--- src/rtl/fifo_rdmode_pkg.sv ---
package fifo_rdmode_pkg;
  typedef enum logic {
    RD_REGISTERED = 1'b0,
    RD_LOOKAHEAD  = 1'b1
  } rd_mode_e;
endpackage

--- src/rtl/fifo_rdmode_ptrs.sv ---
module fifo_rdmode_ptrs #(
  parameter int ADDR_W = 4
) (
  input  logic              clk,
  input  logic              rst,
  input  logic              wr_en,
  input  logic              rd_en,
  output logic              push,
  output logic              pop,
  output logic [ADDR_W-1:0] wr_addr,
  output logic [ADDR_W-1:0] rd_addr,
  output logic              full,
  output logic              empty,
  output logic [ADDR_W:0]   level,
  output logic              overflow,
  output logic              underflow
);
  localparam int PTR_W = ADDR_W + 1;

  logic [PTR_W-1:0] wr_ptr;
  logic [PTR_W-1:0] rd_ptr;

  // wrap bit distinguishes full from empty when addresses match
  assign empty   = (wr_ptr == rd_ptr);
  assign full    = (wr_ptr[ADDR_W] != rd_ptr[ADDR_W]) &&
                   (wr_ptr[ADDR_W-1:0] == rd_ptr[ADDR_W-1:0]);
  assign push    = wr_en && !full;
  assign pop     = rd_en && !empty;
  assign wr_addr = wr_ptr[ADDR_W-1:0];
  assign rd_addr = rd_ptr[ADDR_W-1:0];
  assign level   = wr_ptr - rd_ptr;

  always_ff @(posedge clk) begin
    if (rst) begin
      wr_ptr    <= '0;
      rd_ptr    <= '0;
      overflow  <= 1'b0;
      underflow <= 1'b0;
    end else begin
      if (push) wr_ptr <= wr_ptr + 1'b1;
      if (pop)  rd_ptr <= rd_ptr + 1'b1;
      overflow  <= wr_en && full;
      underflow <= rd_en && empty;
    end
  end
endmodule

--- src/rtl/fifo_rdmode_ram.sv ---
module fifo_rdmode_ram #(
  parameter int DATA_W = 8,
  parameter int ADDR_W = 4
) (
  input  logic              clk,
  input  logic              we,
  input  logic [ADDR_W-1:0] waddr,
  input  logic [DATA_W-1:0] wdata,
  input  logic              re,
  input  logic [ADDR_W-1:0] raddr,
  output logic [DATA_W-1:0] q
);
  localparam int DEPTH = 1 << ADDR_W;

  logic [DATA_W-1:0] mem [DEPTH];

  // no reset on array or read register: RAM-inferable
  always_ff @(posedge clk) begin
    if (we) mem[waddr] <= wdata;
    if (re) q <= mem[raddr];
  end
endmodule

--- src/rtl/fifo_rdmode_fwft_out.sv ---
module fifo_rdmode_fwft_out #(
  parameter int DATA_W = 8,
  parameter int ADDR_W = 4
) (
  input  logic              clk,
  input  logic              rst,
  input  logic              push,
  input  logic [ADDR_W-1:0] wr_addr,
  input  logic [DATA_W-1:0] wr_data,
  input  logic [ADDR_W-1:0] head_addr_nxt,
  input  logic [DATA_W-1:0] ram_q,
  input  logic              empty,
  output logic [DATA_W-1:0] rd_data,
  output logic              rd_valid
);
  logic              byp_sel;
  logic [DATA_W-1:0] byp_word;

  // RAM reads old contents on a same-edge collision; forward the new word
  always_ff @(posedge clk) begin
    if (rst) byp_sel <= 1'b0;
    else     byp_sel <= push && (wr_addr == head_addr_nxt);
    byp_word <= wr_data;
  end

  assign rd_data  = byp_sel ? byp_word : ram_q;
  assign rd_valid = !empty;
endmodule

--- src/rtl/fifo_rdmode.sv ---
module fifo_rdmode #(
  parameter int DATA_W = 8,
  parameter int ADDR_W = 4,
  parameter fifo_rdmode_pkg::rd_mode_e RD_MODE = fifo_rdmode_pkg::RD_REGISTERED
) (
  input  logic              clk,
  input  logic              rst,
  input  logic              wr_en,
  input  logic [DATA_W-1:0] wr_data,
  output logic              full,
  input  logic              rd_en,
  output logic [DATA_W-1:0] rd_data,
  output logic              rd_valid,
  output logic              empty,
  output logic [ADDR_W:0]   level,
  output logic              overflow,
  output logic              underflow
);
  logic              push;
  logic              pop;
  logic [ADDR_W-1:0] wr_addr;
  logic [ADDR_W-1:0] rd_addr;
  logic              ram_re;
  logic [ADDR_W-1:0] ram_raddr;
  logic [DATA_W-1:0] ram_q;

  fifo_rdmode_ptrs #(.ADDR_W(ADDR_W)) u_ptrs (
    .clk(clk), .rst(rst), .wr_en(wr_en), .rd_en(rd_en),
    .push(push), .pop(pop), .wr_addr(wr_addr), .rd_addr(rd_addr),
    .full(full), .empty(empty), .level(level),
    .overflow(overflow), .underflow(underflow)
  );

  fifo_rdmode_ram #(.DATA_W(DATA_W), .ADDR_W(ADDR_W)) u_ram (
    .clk(clk), .we(push), .waddr(wr_addr), .wdata(wr_data),
    .re(ram_re), .raddr(ram_raddr), .q(ram_q)
  );

  generate
    if (RD_MODE == fifo_rdmode_pkg::RD_LOOKAHEAD) begin : g_lookahead
      // prefetch the slot that is head after this edge
      assign ram_re    = 1'b1;
      assign ram_raddr = rd_addr + {{(ADDR_W-1){1'b0}}, pop};

      fifo_rdmode_fwft_out #(.DATA_W(DATA_W), .ADDR_W(ADDR_W)) u_out (
        .clk(clk), .rst(rst), .push(push), .wr_addr(wr_addr),
        .wr_data(wr_data), .head_addr_nxt(ram_raddr), .ram_q(ram_q),
        .empty(empty), .rd_data(rd_data), .rd_valid(rd_valid)
      );
    end else begin : g_registered
      logic strobe_q;

      assign ram_re    = pop;
      assign ram_raddr = rd_addr;
      assign rd_data   = ram_q;
      assign rd_valid  = strobe_q;

      always_ff @(posedge clk) begin
        if (rst) strobe_q <= 1'b0;
        else     strobe_q <= pop;
      end
    end
  endgenerate
endmodule

--- config.mk ---
export PLATFORM = sky130hd
export DESIGN_NAME = fifo_rdmode
export DESIGN_NICKNAME = d
export VERILOG_FILES = /design/src/rtl/fifo_rdmode_pkg.sv /design/src/rtl/fifo_rdmode_ptrs.sv /design/src/rtl/fifo_rdmode_ram.sv /design/src/rtl/fifo_rdmode_fwft_out.sv /design/src/rtl/fifo_rdmode.sv
export SDC_FILE = /design/constraint.sdc
export NUM_CORES = 1
export LEC_CHECK = 0
export BUFFER_PORTS_ARGS = -buffer_cell sky130_fd_sc_hd__buf_2
export CORE_ASPECT_RATIO = 0.7
export CORE_MARGIN = 2
export CORE_UTILIZATION = 55
export DETAILED_ROUTE_END_ITERATION = 7
export GPL_TIMING_DRIVEN = 1
export PLACE_DENSITY = 0.75
export RECOVER_POWER = 100
export SETUP_SLACK_MARGIN = 0.02
export SYNTH_ARGS = -nofsm -noshare
export SYNTH_HDL_FRONTEND = slang
export SYNTH_SLANG_ARGS = --single-unit
--- constraint.sdc ---
create_clock -name clk -period 2.7 [get_ports clk]
set_input_delay 0.135 -clock clk [delete_from_list [all_inputs] [get_ports clk]]
set_output_delay 0.135 -clock clk [all_outputs]
set_load 0.02 [all_outputs]
Word level (Yosys, flattened, before mapping)
Memory sizes are Yosys's and may differ from the RTL's. A register that Yosys moved wholly into a read port is not among the register bits.
Cells that the tools add are included.
{ "word_totals": {"regBits": 13, "latch_bits": 0, "mem_bits_rw": 128, "rom_bits": 0, "inputBits": 12, "out_inout_bits": 18, "elab_cells": 21, "memories": 1} }
{ "memory_table": {"columns": ["name", "depth", "word_bits", "rd", "rd_clocked_by_memory_dff", "wr", "line", "text"], "rows": [
  ["u_ram.mem", 16, 8, 1, 1, 1, "fifo_rdmode_ram.sv:15", "logic [DATA_W-1:0] mem [DEPTH];"]
]} }
{ "classes": {"add_sub_neg": 3, "multipliers": 0, "div": 0, "n_lt_le_gt_ge": 0, "n_eq_ne": 3, "shift": 0, "mux": 2, "bitwise_logic": 0, "reduce_logical": 7} }
{ "ops": {"columns": ["operator", "n"], "rows": [
  ["$add A5 B1 Y5 const B", 2],
  ["$eq A5 B5 Y1", 1],
  ["$logic_and A1 B1 Y1", 5],
  ["$sub A5 B5 Y5", 1],
  ["$eq A4 B4 Y1", 1],
  ["$logic_not A1 Y1", 2],
  ["$mux W1", 2],
  ["$ne A1 B1 Y1", 1]
]} }

Logic depth before layout (Yosys ltp)
{ "logic_depth": {"word_depth": 6, "mapped_depth": 8, "mapped_depth_nobuf": 7} }

Modules after synthesis
A second synthesis with hierarchy kept.
{ "hier_totals": {"hier_cells": 315, "area_unflattened_um2": 6009.5} }
{ "by_module_without_submodules": {"columns": ["module", "n_inst", "cells_per_inst", "area_per_inst_um2", "seq_area_each_um2"], "rows": [
  ["fifo_rdmode_ram", 1, 229, 5227.5, 4083.9],
  ["fifo_rdmode_ptrs", 1, 84, 748.2, 240.2],
  ["fifo_rdmode", 1, 2, 33.8, 20.0]
]} }

Worst setup path before layout
No wires, ideal clock.
{ "synth_path": {"path_type": "reg2reg", "start": "register u_ptrs.rd_ptr[1]", "end": "memory u_ram.mem[0][0] (enable)", "setup_time_ns": 0.383, "arrival_time_ns": 2.347, "required_ns": 2.317, "setup_slack_ns": -0.030, "stages_incl_launch_ff": 9, "path_buffers": 2, "synth_period_minus_slack_ns": 2.730, "cell_sequence": "dfxtp_1 -> buf_4 -> clkbuf_1 -> inv_1 -> ha_1 -> nand4_4 -> o21a_1 -> nand2_1 -> nor3_1"} }
{ "synth_between": {"elab_chain_cells": 6} }
{ "synth_rtl": {"columns": ["element", "line", "text"], "rows": [
  ["from (decl)", "fifo_rdmode_ptrs.sv:21", "logic [PTR_W-1:0] rd_ptr;"],
  ["from (signal assigned)", "fifo_rdmode_ptrs.sv:41", "if (pop) rd_ptr <= rd_ptr + 1'b1;"],
  ["$eq A4 B4 Y1", "fifo_rdmode_ptrs.sv:26", "(wr_ptr[ADDR_W-1:0] == rd_ptr[ADDR_W-1:0]);"],
  ["$logic_and A1 B1 Y1", "fifo_rdmode_ptrs.sv:25", "assign full = (wr_ptr[ADDR_W] != rd_ptr[ADDR_W]) &&"],
  ["$logic_not A1 Y1", "fifo_rdmode_ptrs.sv:27", "assign push = wr_en && !full;"],
  ["$logic_and A1 B1 Y1", "fifo_rdmode_ptrs.sv:27", null],
  ["$mux W1", "fifo_rdmode_ram.sv:19", "if (we) mem[waddr] <= wdata;"],
  ["$mux W1 (not written as such)", "fifo_rdmode_ram.sv:19", null],
  ["to (decl)", "fifo_rdmode_ram.sv:15", null]
]} }
No other way between the ends.

Final worst setup path
{ "layout_path": {"start": "register u_ptrs.rd_ptr[3]", "end": "memory u_ram.mem[2][0] (enable)"} }
Same word-level chain as after synthesis.

==> metrics list <==
- Category of the critical setup timing path: flip-flop to flip-flop
- The clock tree synthesis step divided the H-tree into 4 levels.
* Maximum vdd ir drop: 0.511 mV
- Clock tree from TritonCTS: built
- For the pin with the worst max-slew slack, the measured transition is 0.812 ns.
- 0 antenna diodes ended up in the layout.
* Share of cell area taken by muxes after synthesis: 13.4%
* Cell row count: 31
* Cell with the largest stage delay on the worst path: sky130_fd_sc_hd__dfxtp_1
- Final Hold Viols: 0
- Sequence of cells on the critical path: inv_1 > ha_1 > nand4_4 > o21a_1 > nand2_1 > nor3_1 > clkbuf_1
- Warnings, synthesis: 0
- Static power due to leakage: 2.27 nW
* Share of the clock period used by the worst path after layout: 94.3%
- Number of remaining DRC errors: 0
* Global-route wire length before repair: 19200 um
- Entering global routing, the biggest net connects 44 pins.
* Count of placed standard cells including taps: 492
- Ys async rst share: 0%
- Once detailed placement completed, the half-perimeter wirelength came to 8230 um.
* FF+latch count, synth: 149
- Summed instance area of the synthesized netlist: 5980 sq um
- The worst setup path is launched from a flip-flop.
- By area the synthesized netlist is led by sky130_fd_sc_hd__edfxtp_1 68%, sky130_fd_sc_hd__mux4_2 9.0%, sky130_fd_sc_hd__dfxtp_1 4.4%, sky130_fd_sc_hd__mux2i_1 4.4%, sky130_fd_sc_hd__ha_1 1.9%.
- In this run the tool buffered the top-level ports with 29 buffer cells.
- The first detailed-routing pass ran for 5 iterations.
- Filler cells: 720
- Ranked by instance count, the synthesized netlist is headed by 136 x sky130_fd_sc_hd__edfxtp_1, 26 x sky130_fd_sc_hd__mux2i_1, 24 x sky130_fd_sc_hd__mux4_2, 24 x sky130_fd_sc_hd__nor2_1, 13 x sky130_fd_sc_hd__dfxtp_1.
- After clock tree synthesis, the setup repair step added 0 buffers.
* Total length of routed met2 wires: 5840 um
- In this run, synthesis inferred 136 flip-flops with an integrated enable.
- Clock latency on the worst-skew pair: 0.41 ns
* Sequential share of the synthesized area: 72.7%
- Most repeated cell in the gate-level netlist after synthesis: sky130_fd_sc_hd__edfxtp_1
- Drt first-iter violations: 392
* Routed wire length per instance: 23.8 um
- The clock arrives with 0.00666 ns of skew.
- The floorplan step defined a core boundary enclosing 10500 sq um.
- Detailed routing placed a total of 685 um of wire on met3.
- After the last flow step, the layout net total stands at 401.
* Area growth syn-to-layout: 16.1%
- From bottom edge to top edge, the die measures 91.2 um.
- Antenna Violating Nets Remaining: 0
- Adder and majority gate portion of the synthesized area: 2.22%
- The synthesized netlist devotes 3.54% of its cell area to simple gates.
- Post-CTS repair changed the size of 0 cells.
* Reg-to-reg slack, setup: 0.15 ns
- Footprint of the multi-input gates: 1530 sq um
* Utilization of the core after routing: 66.3%
- Storage element area: 4350 sq um
* Root buffer cell: sky130_fd_sc_hd__clkbuf_16
* Routed length on met1: 5800 um
- For this design, the CTS-stage hold fixing added 0 buffers.
* Critical path data arrival time: 2.60 ns
- Share of final-layout standard cells stronger than drive strength 1: 19.6%
- Remaining global-route overflow: 0
- Overall via count from detail_route: 3185
- Routability-driven placement finished with a final weighted congestion of 0.876.
- Initial antenna violation count: 0
* Shortest clock period the worst path allows after layout: 2.55 ns
- The clock passes through at most 2 buffers.
- Drt via density: 6.08
* Total clock sinks: 149
- Setup violations remaining at the end of the flow were counted as 0.
- Max-cap violations: 0
- The number of nets handed over by synthesis was 345.
- Setup repair after global routing left no endpoint under its margin.
- The highest layer touched by signal routing is met4.
- Number of primary I/O pins: 30
* Number of buffers and inverters on the critical path: 2
- Via count of the first global-routing pass: 3172
* Fraction of synthesized cell area in xor and xnor cells: 1.86%
- Kind of end point of the critical path: flip-flop
- The die is 129 um wide.
- In this run the biggest area consumer among cell types represents 68.3% of the synthesized area.
- The initial utilization of the core area, before any placement, comes to 57.1%.
- Clock buffers created by TritonCTS: 17
* Largest stage delay on the critical path: 0.54 ns
- Of all cell types, the one taking the most synthesized area is sky130_fd_sc_hd__edfxtp_1.
- Count of mapped cells out of synthesis: 323
- Top cell family by delay on the critical path: flip-flops
- Adding up every negative setup slack in the final design gives 0 ns.
- In this run the power density over the cells is 850 nW/um^2.
- Hold Path Class: input port to flip-flop
- Die footprint: 11700 sq um
- By area, the combinational part of the netlist is dominated by multiplexers.
- The number of slew-limit violations in the final report is 0.
- The synthesized netlist devotes 4.50% of its cell area to compound gates.
- The count of cells in the finished layout, fillers not included, comes to 524.
- Result of the run: complete, no violations
- Clock transition at the registers of the reported paths: 0.06 ns
- Number of distinct library cells after synthesis: 36
* Power consumption: 5.90 mW
- At the worst endpoint, the required time is 2.75 ns.
- Global routing usage summed across all routing layers: 23.2%
* Synthesized area per cell: 18.5 sq um
- Worst-path maximum fanout: 11
- Static timing analysis puts the maximum clock frequency at 0.393 GHz.
- In the synthesized netlist the dominant register cell turns out to be sky130_fd_sc_hd__edfxtp_1.
- Max-slew headroom: 45.8%
* Final WL: 12500 um
==> sequential cells by signal, indices dropped and copies added, names as in the netlist <==
signal	cells
rd_valid	1
u_ptrs.overflow	1
u_ptrs.rd_ptr	5
u_ptrs.underflow	1
u_ptrs.wr_ptr	5
u_ram.mem	128
u_ram.q	8
==> worst reg2reg max path: stages, from the launching register on <==
cell and delay, ns:
sky130_fd_sc_hd__dfxtp_1 0.54, sky130_fd_sc_hd__inv_1 0.14, sky130_fd_sc_hd__ha_1 0.38, sky130_fd_sc_hd__nand4_4 0.12, sky130_fd_sc_hd__o21a_1 0.24, sky130_fd_sc_hd__nand2_1 0.18
sky130_fd_sc_hd__nor3_1 0.18, sky130_fd_sc_hd__clkbuf_1 0.41
==> stage by stage <==
step           cell area (sq um)  hold WS [ns]  setup WS, ns
2_1_floorplan               5990         0.204         0.139
6_report                    6940        0.0279         0.154
3_5_place_dp                6390         0.451         0.278
5_1_grt                     6940        0.0306        0.0504
4_1_cts                     7030        0.0148         0.259
3_3_place_gp                6390         0.445         0.368
==> logic make-up (layout without fill, tap and decap cells) <==
family / count (synthesis) / after routing
XOR/XNOR: 11 / 11
buffers and inverters: 22 / 91
flip-flops: 149 / 149
multiplexers: 50 / 50
AND/OR/NAND/NOR: 43 / 43
adder cells (fa/ha/maj): 10 / 10
AO/OA/AOI/OAI: 38 / 38
==> per-layer routing <==
metal	vias to the layer above	track usage, %
li1	1408	-
met1	1631	34.7
met2	134	34.3
met3	12	6.07
met4	0	6.43
met5	-	0
==> path summary, 6_finish.rpt <==
kind,startpoint,endpoint,cells after the start
setup / recovery,u_ptrs.rd_ptr[3],u_ram.mem[2][0],7
hold / removal,rd_en,u_ptrs.underflow,2
setup reg to reg,u_ptrs.rd_ptr[3],u_ram.mem[2][0],7
hold reg to reg,u_ptrs.wr_ptr[4],u_ptrs.wr_ptr[4],2
==> layout make-up <==
cell class	count	area share, %
sequential	149	62.6
multi-input combinational	152	22.0
clock buffer	19	6.24
timing repair buffer	51	3.39
clock inverter	13	2.97
tap	132	2.38
inverter	8	0.433
==> report_power, final <==
group	leakage, nW	switching (mW)	internal [mW]
Combinational	0.628	0.454	0.285
Clock	0.307	0.900	1.64
Sequential	1.34	0.0263	2.60
==> placed cells by master, fill, tap and decap left out, types with 2 or more instances in the layout <==
cell type	n
sky130_fd_sc_hd__bufinv_16	5
sky130_fd_sc_hd__ha_1	9
sky130_fd_sc_hd__buf_2	3
sky130_fd_sc_hd__nor2_1	24
sky130_fd_sc_hd__xnor2_1	5
sky130_fd_sc_hd__clkbuf_16	17
sky130_fd_sc_hd__mux4_2	24
sky130_fd_sc_hd__clkbuf_2	5
sky130_fd_sc_hd__clkbuf_1	36
sky130_fd_sc_hd__clkinv_4	3
sky130_fd_sc_hd__a21oi_1	4
sky130_fd_sc_hd__edfxtp_1	136
sky130_fd_sc_hd__mux2i_1	26
sky130_fd_sc_hd__o21ai_0	11
sky130_fd_sc_hd__nand2_1	5
sky130_fd_sc_hd__or3_1	2
sky130_fd_sc_hd__o211ai_1	2
sky130_fd_sc_hd__nor4b_1	2
sky130_fd_sc_hd__clkinv_2	3
sky130_fd_sc_hd__dfxtp_1	12
sky130_fd_sc_hd__buf_4	9
sky130_fd_sc_hd__nand2b_1	2
sky130_fd_sc_hd__xor2_1	4
sky130_fd_sc_hd__a22oi_1	8
sky130_fd_sc_hd__a21o_1	2
sky130_fd_sc_hd__inv_1	7
sky130_fd_sc_hd__a32oi_1	8
sky130_fd_sc_hd__clkinvlp_4	2
sky130_fd_sc_hd__nor3_1	3
Note: power is estimated with default switching activity, not from simulation.
